--- src/rtl/sysclk_pkg.sv ---
`timescale 1ns/1ps
package sysclk_pkg;
  localparam int NUM_SRC = 3;
  localparam int SEL_W   = $clog2(NUM_SRC);

  localparam logic [SEL_W-1:0] SRC_INT = 2'b00;
  localparam logic [SEL_W-1:0] SRC_EXT = 2'b01;
  localparam logic [SEL_W-1:0] SRC_PLL = 2'b10;

  // strobes from control to datapath
  typedef struct packed {
    logic             launch;    // start a handoff (next cycle is a gap)
    logic [SEL_W-1:0] dest;      // source to hand over to
    logic             redirect;  // divert a pending handoff to the RC source
  } swStrobe_t;

  function automatic logic usesExt(input logic [SEL_W-1:0] s, input logic pllExt);
    return (s == SRC_EXT) || ((s == SRC_PLL) && pllExt);
  endfunction
endpackage

--- src/rtl/sysclk_ctrl.sv ---
`timescale 1ns/1ps
module sysclk_ctrl
  import sysclk_pkg::*;
(
  input  logic               clk,
  input  logic               rstN,
  input  logic [SEL_W-1:0]   reqSrc,
  input  logic [NUM_SRC-1:0] srcRdy,
  input  logic               guardEn,
  input  logic               pllFromExt,
  input  logic               extFail,
  input  logic               failClr,
  input  logic [SEL_W-1:0]   actSrc,
  input  logic [SEL_W-1:0]   pendSrc,
  input  logic               gapQ,
  output swStrobe_t          strobe,
  output logic               failQ
);
  logic             blockQ;
  logic             failEvt;
  logic             forceC;
  logic             forceNow;
  logic [SEL_W-1:0] reqDec;
  logic [SEL_W-1:0] tgt;
  logic             tgtRdy;

  always_comb begin
    failEvt  = guardEn & extFail;
    forceC   = failEvt | blockQ;
    reqDec   = (reqSrc == 2'b11) ? SRC_INT : reqSrc;
    tgt      = (forceC && usesExt(reqDec, pllFromExt)) ? SRC_INT : reqDec;
    forceNow = forceC && usesExt(actSrc, pllFromExt);
    tgtRdy   = 1'b0;
    for (int i = 0; i < NUM_SRC; i++) begin
      if (tgt == SEL_W'(i)) tgtRdy = srcRdy[i];
    end
  end

  always_comb begin
    strobe.redirect = failEvt && usesExt(pendSrc, pllFromExt);
    strobe.launch   = !gapQ && (forceNow || ((tgt != actSrc) && tgtRdy));
    strobe.dest     = forceNow ? SRC_INT : tgt;
  end

  always_ff @(posedge clk or negedge rstN) begin
    if (!rstN) begin
      failQ  <= 1'b0;
      blockQ <= 1'b0;
    end else begin
      if (failEvt)      failQ <= 1'b1;
      else if (failClr) failQ <= 1'b0;

      if (failEvt)                           blockQ <= 1'b1;
      else if (!failQ && srcRdy[SRC_EXT])    blockQ <= 1'b0;
    end
  end
endmodule

--- src/rtl/sysclk_dp.sv ---
`timescale 1ns/1ps
module sysclk_dp
  import sysclk_pkg::*;
(
  input  logic               clk,
  input  logic               rstN,
  input  swStrobe_t          strobe,
  input  logic [NUM_SRC-1:0] srcTick,
  output logic [SEL_W-1:0]   actSrc,
  output logic [SEL_W-1:0]   pendSrc,
  output logic               gapQ,
  output logic               clkEn
);
  logic [NUM_SRC-1:0] gated;

  always_ff @(posedge clk or negedge rstN) begin
    if (!rstN) begin
      actSrc  <= SRC_INT;
      pendSrc <= SRC_INT;
      gapQ    <= 1'b0;
    end else if (gapQ) begin
      actSrc  <= strobe.redirect ? SRC_INT : pendSrc;
      gapQ    <= 1'b0;
    end else if (strobe.launch) begin
      pendSrc <= strobe.dest;
      gapQ    <= 1'b1;
    end
  end

  for (genvar i = 0; i < NUM_SRC; i++) begin : g_gate
    assign gated[i] = srcTick[i] & ~gapQ & (actSrc == SEL_W'(i));
  end

  assign clkEn = |gated;
endmodule

--- src/rtl/sysclk_switch.sv ---
`timescale 1ns/1ps
module sysclk_switch
  import sysclk_pkg::*;
(
  input  logic         clk,
  input  logic         rstN,
  input  logic [1:0]   reqSrc,
  input  logic [2:0]   srcRdy,
  input  logic [2:0]   srcTick,
  input  logic         guardEn,
  input  logic         pllFromExt,
  input  logic         extFail,
  input  logic         failClr,
  output logic [1:0]   actSrc,
  output logic         clkEn,
  output logic         extOff,
  output logic         failFlag,
  output logic         nmi
);
  swStrobe_t  strobe;
  logic [1:0] pendSrc;
  logic       swGap;
  logic       failQ;

  sysclk_ctrl u_ctrl (
    .clk(clk), .rstN(rstN), .reqSrc(reqSrc), .srcRdy(srcRdy),
    .guardEn(guardEn), .pllFromExt(pllFromExt), .extFail(extFail),
    .failClr(failClr), .actSrc(actSrc), .pendSrc(pendSrc), .gapQ(swGap),
    .strobe(strobe), .failQ(failQ)
  );

  sysclk_dp u_dp (
    .clk(clk), .rstN(rstN), .strobe(strobe), .srcTick(srcTick),
    .actSrc(actSrc), .pendSrc(pendSrc), .gapQ(swGap), .clkEn(clkEn)
  );

  assign failFlag = failQ;
  assign nmi      = failQ;
  assign extOff   = failQ;
endmodule

--- config.mk ---
export PLATFORM = sky130hd
export DESIGN_NAME = sysclk_switch
export DESIGN_NICKNAME = d
export VERILOG_FILES = /design/src/rtl/sysclk_pkg.sv /design/src/rtl/sysclk_ctrl.sv /design/src/rtl/sysclk_dp.sv /design/src/rtl/sysclk_switch.sv
export SDC_FILE = /design/constraint.sdc
export NUM_CORES = 1
export LEC_CHECK = 0
export CELL_PAD_IN_SITES_DETAIL_PLACEMENT = 0
export CELL_PAD_IN_SITES_GLOBAL_PLACEMENT = 1
export CORE_AREA = 2 2 43 45
export DETAILED_ROUTE_END_ITERATION = 8
export DIE_AREA = 0 0 45 47
export PLACE_DENSITY = 0.76
export SLEW_MARGIN = 20
export SYNTH_ARGS = -nofsm -noshare
export SYNTH_HDL_FRONTEND = slang
export SYNTH_SLANG_ARGS = --single-unit
--- constraint.sdc ---
create_clock -name clk -period 3.4 [get_ports clk]
set_input_delay 0.51 -clock clk [delete_from_list [all_inputs] [get_ports clk]]
set_output_delay 0.51 -clock clk [all_outputs]
set_load 0.01 [all_outputs]
Word-level counts from Yosys, hierarchy flattened

Index checks and enable logic that the tools add are counted.

Bits in registers: 7
Input port bits: 14
Output and inout port bits: 6
Logic and storage cells: 58

Equality and inequality tests: 10
Multiplexer cells: 13
Bitwise logic cells: 9
Reductions and logical operators: 21

Operators with widths:

| cell                                          | number |
|---|---|
| == test 2 bit, second input constant          | 5 |
| logical AND 1 bit                             | 9 |
| two-way mux 1 bit                             | 9 |
| == test 2 x 1 -> 1 bit, second input constant | 4 |
| two-way mux 2 bit                             | 4 |
| AND 1 bit                                     | 7 |
| zero test 2 bit                               | 2 |
| logical OR 1 bit                              | 4 |
| nonzero test 2 bit                            | 2 |
| OR reduction 3 bit                            | 1 |
| zero test 1 bit                               | 2 |
| inequality test 2 bit                         | 1 |
| AND reduction 2 bit                           | 1 |
| inverter 1 bit                                | 1 |
| bitwise OR 1 bit                              | 1 |

Depth between registers and ports, before layout

Gate-level depths: netlist of the first run.

Word-level depth: 16
Gate-level depth with buffers: 5

By module

A second synthesis of the first run with hierarchy kept.

Cells, all modules: 47
Area, all modules: 454.2 µm²

Modules (own cells, without submodules):

| module        | instances | cells an instance | area each (µm²) |
|---|---|---|---|
| sysclk_dp     | 1         | 18                | 224.0 |
| sysclk_ctrl   | 1         | 27                | 215.2 |
| sysclk_switch | 1         | 2                 | 15.0 |

Worst setup path after synthesis of the first run

Ideal clock, no wire load.

Kind: input port to flip-flop
Start point: in reqSrc[0]
End point: reg u_dp.pendSrc[0]
Library setup time: 0.133 ns
Arrival: 1.567 ns
Required time: 3.267 ns
Path slack: 1.700 ns
Cell stages on the path: 5
Path buffers: 0
Path through: or2b_1 or2_4 a311oi_2 o221a_2 o211ai_1

Longest elaborated chain between the ends: 15
Elaborated cells on any way between the ends: 20
Classes of those cells: 6 x eq/ne; 6 x mux; 8 x reduce/logical

Ends and longest elaborated chain:

| what                            | RTL line           | text |
|---|---|---|
| from (decl)                     | sysclk_switch.sv:7 | `input logic [1:0] reqSrc,` |
| == test 2 bit                   | sysclk_ctrl.sv:30  | `reqDec = (reqSrc == 2'b11) ? SRC_INT : reqSrc;` |
| two-way mux 2 bit (*)           | sysclk_ctrl.sv:30  |  |
| == test 2 bit                   | sysclk_pkg.sv:18   | `return (s == SRC_EXT) \|\| ((s == SRC_PLL) && pllExt);` |
| logical AND 1 bit               | sysclk_pkg.sv:18   |  |
| logical OR 1 bit                | sysclk_pkg.sv:18   |  |
| logical AND 1 bit               | sysclk_ctrl.sv:31  | `tgt = (forceC && usesExt(reqDec, pllFromExt)) ? SRC_INT : reqDec;` |
| two-way mux 2 bit (*)           | sysclk_ctrl.sv:31  |  |
| zero test 2 bit                 | sysclk_ctrl.sv:35  | `if (tgt == SEL_W'(i)) tgtRdy = srcRdy[i];` |
| two-way mux 1 bit (3 in series) | sysclk_ctrl.sv:35  |  |
| logical AND 1 bit               | sysclk_ctrl.sv:41  | `strobe.launch = !gapQ && (forceNow \|\| ((tgt != actSrc) && tgtRdy));` |
| logical OR 1 bit                | sysclk_ctrl.sv:41  |  |
| logical AND 1 bit               | sysclk_ctrl.sv:41  |  |
| AND reduction 2 bit (no line)   | n/a                |  |
| to (signal assigned)            | sysclk_dp.sv:25    | `pendSrc <= strobe.dest;` |
| to (decl)                       | sysclk_dp.sv:10    | `output logic [SEL_W-1:0] pendSrc,` |

Mark *: on every way between the ends. The rest lies on a longest branch, timed or not.
A chain may end at the register's enable or synchronous reset.

Worst setup path after layout of the first run

Start point: in srcTick[2]
End point: out clkEn

Longest elaborated chain between the ends: 3

Ends and longest elaborated chain:

| what                    | RTL line            | text |
|---|---|---|
| from (decl)             | sysclk_switch.sv:9  | `input logic [2:0] srcTick,` |
| AND 1 bit (2 in series) | sysclk_dp.sv:31     | `assign gated[i] = srcTick[i] & ~gapQ & (actSrc == SEL_W'(i));` |
| OR reduction 3 bit      | sysclk_dp.sv:34     | `assign clkEn = \|gated;` |
| to (decl)               | sysclk_switch.sv:15 | `output logic clkEn,` |

No other way between the ends.

==> run_results.csv, run 1 <==
group,metric,value,unit
synth,synth_nets,71,
global_routing,grt_antenna_before_repair,0,
synth,yosysSeqAreaShare,0.3675,
cts,clockRootBuffer,"clkbuf_4",
global_routing,grtUsageTotal,0.1067,
timing,post-route-period-util,0.6740,
route,drt-pass1-iter-count,4,
setup_path,worstReg2RegStart,"u_ctrl.blockQ$_DFFE_PN0P_",
finish,num_antenna_cells,0,
synth,netlist_area,476.7,sq um
route,wirelength,1.005,mm
setup_path,required,2.89,ns
finish,layout.nets,92,
global_routing,grt_pass1_vias,411,
synth,synth_top_area_cell,"dfrtp_1",
finish,layout.cells.non_filler,94,
timing,rsz0062_at_grt,"no",
placement,place_congestion,0.7604,
setup_path,timing.critical_path.from,"srcTick[2]",
timing,hold_violations,0,
cts,cts.repair.resized,0,
setup_path,critPathKind,"in -> out",
global_routing,grtUsageMet3,0.02308,
floorplanning,start_util,0.2886,
floorplanning,die_area,0.002115,sq mm
outcome,status,"complete, no violations",
synth,ys_ff_latch,7,
global_routing,globalRoute.totalOverflow,0,
timing,finalWorstSetupSlack,1.108,ns
timing,period_minus_slack,2.292,ns
setup_path,r2r-end,"u_dp.pendSrc[0]$_DFFE_PN0P_",
floorplanning,die_width,45,um
timing,final_max_slew_viol_count,0,
cts,clk_pin_slew,0.05,ns
cts,hold_buffers,0,
route,wl_per_cell,10.69,um
setup_path,critical_path.endpoint,"clkEn",
route,drc,0,
global_routing,grt_use_met1,0.1362,
synth,synth_area_leaders,"dfrtp_1 (37%), o21ai_0 (7.3%), inv_1 (6.3%)",
power_and_ir_drop,power_density,560.2,mW/mm^2
global_routing,busiest_layer,"met2",
floorplanning,rows,15,
cts,numCtsBuffers,3,
route,vias,448,
route,first_iter_violations,5,
global_routing,grt_start_max_net_pins,10,
timing,setup_viol,0,
finish,drive_gt1_frac,0.09091,
global_routing,grtUsageMet2,0.1629,
cts,cts_tree,"yes",
route,avgViaCountPerCell,4.766,
synth,yosys_warnings,0,
synth,yosysUniqueCellTypes,23,
placement,dp_hpwl,854.8,um
synth,avgSynthCellArea,8.363,sq um
route,final_antenna_net_count,0,
setup_path,start_kind,"input port",
global_routing,grt_pass1_wl,1.621,mm
setup_path,crit_path_max_fanout,1,
timing,tns,0,ns
setup_path,reg2regPathDepth,5,
timing,worst_slew_pin_slew,0.3433,ns
power_and_ir_drop,ir_drop,0.1773,mV
placement,place_inst,90,
synth,yosysTopAreaCellShare,0.3675,
finish,layout-area-overhead-vs-synth,45.93,%
setup_path,cp-end-kind,"output pin",
power_and_ir_drop,p_leak,0.2839,nW
cts,cts_max_path_buffers,2,
setup_path,crit_arrival,1.78,ns
timing,max_clock_freq,436.4,MHz
cts,clk_latency,0.24,ns
timing,timing.slew.headroom,0.7711,
job,drv_cap,0,
cts,post_cts_buffers,0,
cts,h-tree-depth,1,
floorplanning,die_h,47,um
floorplanning,coreArea,0.001652,sq mm
timing,fin_skew,0.003445,ns
hold_path,holdCritPathClass,"in -> async",
cts,clkSinkCount,7,
placement,io_buffer_count,19,
setup_path,timing.reg2reg.setup_slack,1.73,ns
floorplanning,io_pins,20,
synth,syn-instance-count,57,
finish,n_fill_cell,181,
placement,post-place-ws,1.106,ns
finish,fin_util,0.4212,
==> flip-flops by register name, indices dropped and copies added, names as in the netlist <==
register	flops
u_dp.gapQ	1
u_dp.actSrc	2
u_ctrl.blockQ	1
u_dp.pendSrc	2
u_ctrl.failQ	1
==> layout make-up <==
type	instances	area (sq um)	area share
inverters	8	30.03	0.04317
well taps	17	21.27	0.03058
multi-input cells	39	252.7	0.3633
flip-flops and latches	7	175.2	0.2518
clock buffers	4	26.28	0.03777
repair buffers	19	190.2	0.2734
==> kinds of logic after synthesis <==
| logic type | synth area share |
|---|---|
| muxes | 0.02100 |
| buffers and inverters | 0.1023 |
| and+or+nand+nor | 0.1575 |
| DFF | 0.3675 |
| xor gates and xnor gates | 0.03675 |
| AOI/OAI and AO/OA | 0.3150 |
==> layer usage <==
| metal | part of all wire | up-vias | wire length, um |
|---|---|---|---|
| met5 | 0 | - | 0 |
| met4 | 0 | 0 | 0 |
| met3 | 0.031 | 0 | 31 |
| met2 | 0.47 | 10 | 468 |
| met1 | 0.50 | 201 | 504 |
| li1 | - | 237 | - |
==> cell usage after synthesis <==
cell type	count
a21o_1	1
a21oi_1	3
a21oi_2	1
a311oi_2	1
buf_4	2
clkbuf_1	1
dfrtp_1	7
inv_1	8
mux2i_1	1
nand2_1	4
nand2b_1	1
nor2_1	4
nor2b_1	2
nor3_1	2
o2111a_1	1
o211ai_1	4
o21a_1	1
o21ai_0	7
o221a_2	1
o311ai_0	1
or2_4	1
or2b_1	1
xnor2_1	2
==> power by group <==
| group | leakage [nW] | switching [mW] | internal (mW) |
|---|---|---|---|
| logic | 0.180 | 0.0748 | 0.0925 |
| clock network | 0.0150 | 0.0273 | 0.0446 |
| registers | 0.0893 | 0.0395 | 0.111 |
==> how the worst min path moves through the flow <==
stage / end / start / depth (start not counted)
after CTS: u_dp.actSrc[0]$_DFFE_PN0P_ / rstN / 1
after detailed placement: u_dp.pendSrc[1]$_DFFE_PN0P_ / u_dp.pendSrc[1]$_DFFE_PN0P_ / 2
after global routing: u_dp.pendSrc[1]$_DFFE_PN0P_ / rstN / 1
final: u_dp.pendSrc[1]$_DFFE_PN0P_ / rstN / 1
after floorplan: u_ctrl.blockQ$_DFFE_PN0P_ / rstN / 0
after global placement: u_ctrl.blockQ$_DFFE_PN0P_ / u_ctrl.blockQ$_DFFE_PN0P_ / 2
==> layout by cell type (no fill, tap or decap), types with 2 or more instances in the layout <==
master | Yosys | final
clkbuf_4 | 0 | 3
xnor2_1 | 2 | 2
nor2b_1 | 2 | 2
nor2_1 | 4 | 4
clkdlybuf4s50_1 | 0 | 19
inv_1 | 8 | 8
dfrtp_1 | 7 | 7
a21oi_1 | 3 | 3
nor3_1 | 2 | 2
o211ai_1 | 4 | 4
nand2_1 | 4 | 4
o21ai_0 | 7 | 7
==> worst max-delay path, cell delays in order <==
cell and delay [ns]:
clkdlybuf4s50_1 0.45, mux2i_1 0.06, nor2_1 0.09, a21oi_1 0.05, nor2_1 0.08, clkdlybuf4s50_1 0.54
==> metrics by stage <==
step           hold WS [ns]  instance area [sq um]  total power [mW]
6_report             0.5163                  695.7            0.3897
5_1_grt              0.5313                  695.7            0.4231
4_1_cts              0.5215                  695.7            0.3947
3_5_place_dp         0.5378                  669.4            0.3205
3_3_place_gp         0.5333                  669.4            0.3186
2_1_floorplan        0.2144                  476.7            0.2444
Note: power is estimated with default switching activity, not from simulation.
==> run 2: changes to the inputs <==
- CORE_AREA: 2 2 43 45 -> 2 2 47 49
- DIE_AREA: 0 0 45 47 -> 0 0 49 51
- PLACE_DENSITY: 0.76 -> 0.67
- clock period: 3.4 -> 1.9 ns (I/O delays scaled with it)
==> run 2 against run 1 <==
  * Sequential share of layout area down 1.8 points
  * Combinational power rose by 89%
  * Largest cell class unchanged
  * Non-clock buffer count rose by 5
  * Highest routed layer is now met4
  * Die area grew 18%
  * Final cell count increased by 17%
  * Total power up 84%
  * Via count increased by 8.0%
  * Setup slack lost 0.95 ns
  * Flip-flop and latch count is the same
  * First-iteration DRC count decreased by 20%
  * Routed wire length rose by 15%
==> run_results.csv, run 2 (synthesis gave the netlist of run 1 again) <==
group,metric,value,unit
route,drt-pass1-iter-count,3,
cts,cts_tree,"yes",
power_and_ir_drop,seqPwrFrac,0.376,
route,wirelength,1.154,mm
timing,max_clock_freq,575.4,MHz
power_and_ir_drop,intPower,0.4563,mW
global_routing,globalRoute.totalOverflow,0,
power_and_ir_drop,combinationalPowerShare,0.440,
route,wl_per_cell,10.49,um
global_routing,grt_start_max_net_pins,10,
global_routing,grt_pass1_wl,2.042,mm
power_and_ir_drop,p_leak,0.3203,nW
setup_path,crit_chain,"clkdlybuf4s50_1 > or2b_1 > or2_4 > a311oi_2 > o221a_2 > o211ai_1",
finish,final_cell_mix,"clkdlybuf4s50_1 (18), inv_1 (8), o21ai_0 (7), dfrtp_1 (7), buf_4 (5)",
floorplanning,coreArea,0.002063,sq mm
hold_path,holdCritPathClass,"in -> async",
placement,place_inst,106,
setup_path,timing.reg2reg.setup_slack,0.31,ns
cts,cts_max_path_buffers,2,
power_and_ir_drop,finalPower,0.7182,mW
timing,fin_skew,0.002473,ns
setup_path,required,2.02,ns
outcome,status,"complete, no violations",
placement,place_congestion,0.7363,
cts,clockRootBuffer,"clkbuf_4",
floorplanning,io_pins,20,
setup_path,crit_path_max_fanout,3,
finish,drive_gt1_frac,0.1463,
route,drc,0,
floorplanning,die_width,49,um
finish,n_fill_cell,226,
setup_path,slowest_stage,"clkdlybuf4s50_1",
global_routing,grt_pass1_vias,482,
timing,timing.slew.headroom,0.8013,
cts,h-tree-depth,1,
setup_path,cp-end-kind,"flop",
placement,dp_hpwl,978.1,um
setup_path,crit_family,"compound AO/OA/AOI/OAI gates",
finish,seq_area,175.2,sq um
setup_path,start_kind,"input port",
placement,io_buffer_count,19,
cts,post_cts_buffers,0,
power_and_ir_drop,power_density,958.2,mW/mm^2
finish,multi_input_area,252.7,sq um
cts,clkSinkCount,7,
finish,num_antenna_cells,0,
setup_path,max_stage_delay,0.46,ns
finish,top_regs,"u_dp.actSrc: 2 flops, u_dp.pendSrc: 2 flops",
job,drv_cap,0,
power_and_ir_drop,pwr-share-clk,0.184,
cts,clk_latency,0.25,ns
finish,final_common_cell,"clkdlybuf4s50_1",
setup_path,critPathKind,"in -> reg",
finish,layout.nets,97,
route,avgViaCountPerCell,4.400,
floorplanning,start_util,0.2310,
setup_path,crit_arrival,1.86,ns
timing,post-route-period-util,0.9148,
timing,period_minus_slack,1.738,ns
timing,final_max_slew_viol_count,0,
floorplanning,die_h,51,um
route,vias,484,
cts,numCtsBuffers,3,
setup_path,r2r-end,"u_dp.pendSrc[1]$_DFFE_PN0P_",
timing,setup_viol,0,
global_routing,grtUsageTotal,0.1089,
finish,layout-area-overhead-vs-synth,57.22,%
finish,layout.cells.non_filler,110,
power_and_ir_drop,ir_drop,0.3093,mV
route,final_antenna_net_count,0,
setup_path,reg2regPathDepth,5,
route,first_iter_violations,4,
timing,hold_violations,0,
timing,rsz0062_at_grt,"no",
setup_path,path_buf_inv,1,
cts,clk_pin_slew,0.05,ns
power_and_ir_drop,switching_share,0.3646,
power_and_ir_drop,netSwitchingPower,0.2619,mW
setup_path,worstReg2RegStart,"u_ctrl.blockQ$_DFFE_PN0P_",
global_routing,grt_antenna_before_repair,0,
floorplanning,die_area,0.002499,sq mm
floorplanning,rows,17,
timing,hold_ws,0.2868,ns
cts,hold_buffers,0,
timing,worst_slew_pin_slew,0.2972,ns
-- run 2: changes by cell type in the layout (fill, tap and decap cells not counted) --
| cell | delta |
|---|---|
| clkdlybuf4s50_1 | -1 |
| dlymetal6s2s_1 | +1 |
| buf_4 | +5 |
-- run 2: power by group through the flow --
stage,logic (mW),registers (mW),clock network [mW]
floorplan,0.191,0.246,0
global placement,0.320,0.273,0
detailed placement,0.322,0.273,0
CTS,0.323,0.271,0.137
global route,0.360,0.281,0.149
finish,0.316,0.270,0.132
-- run 2: layout make-up --
class | instances | area share
multi-input combinational | 39 | 0.3372
sequential | 7 | 0.2337
clock buffer | 4 | 0.03506
timing repair buffer | 24 | 0.3072
inverter | 8 | 0.04007
tap | 28 | 0.04674
-- run 2: worst register-to-register path, cell delays in order, from the launching register on --
cell and delay (ns):
dfrtp_1 0.39, a21o_1 0.18, or2_4 0.26, a311oi_2 0.29
o221a_2 0.25, o211ai_1 0.10
-- run 2: how the worst max path moves through the flow --
stage | cells past startpoint | end | startpoint | slack (ns)
3_5_place_dp | 6 | u_dp.pendSrc[1]$_DFFE_PN0P_ | reqSrc[0] | -0.10
4_1_cts | 5 | clkEn | u_dp.actSrc[1]$_DFFE_PN0P_ | 0.02
2_1_floorplan | 5 | u_dp.pendSrc[0]$_DFFE_PN0P_ | u_ctrl.blockQ$_DFFE_PN0P_ | 0.36
3_3_place_gp | 6 | u_dp.pendSrc[1]$_DFFE_PN0P_ | reqSrc[0] | -0.08
6_report | 6 | u_dp.pendSrc[1]$_DFFE_PN0P_ | reqSrc[0] | 0.16
5_1_grt | 6 | u_dp.pendSrc[0]$_DFFE_PN0P_ | reqSrc[0] | 0.10
-- run 2: timing repair --
action                                 CTS  global route
resized for setup                        0             1
setup endpoints to repair                0             1
endpoints found under the hold margin    0             0
-- run 2: layer usage --
layer,vias up,GRT usage,wire [um],part of all wire
met2,11,0.1735,547,0.47
li1,250,-,-,-
met1,221,0.1293,553,0.48
met4,0,0.08571,12,0.010
met3,2,0.02047,41,0.036
met5,-,0,0,0
-- run 2: per-stage QoR --
| step | util | instance area [sq um] | setup TNS, ns | worst slack, ns |
|---|---|---|---|---|
| floorplan | - | 476.7 | 0 | 0.3633 |
| global placement | 0.3493 | 720.7 | -0.2024 | -0.07979 |
| detailed placement | 0.3493 | 720.7 | -0.2481 | -0.1020 |
| CTS | 0.3620 | 747.0 | 0 | 0.02306 |
| global route | 0.3633 | 749.5 | 0 | 0.1021 |
| finish | 0.3633 | 749.5 | 0 | 0.1620 |
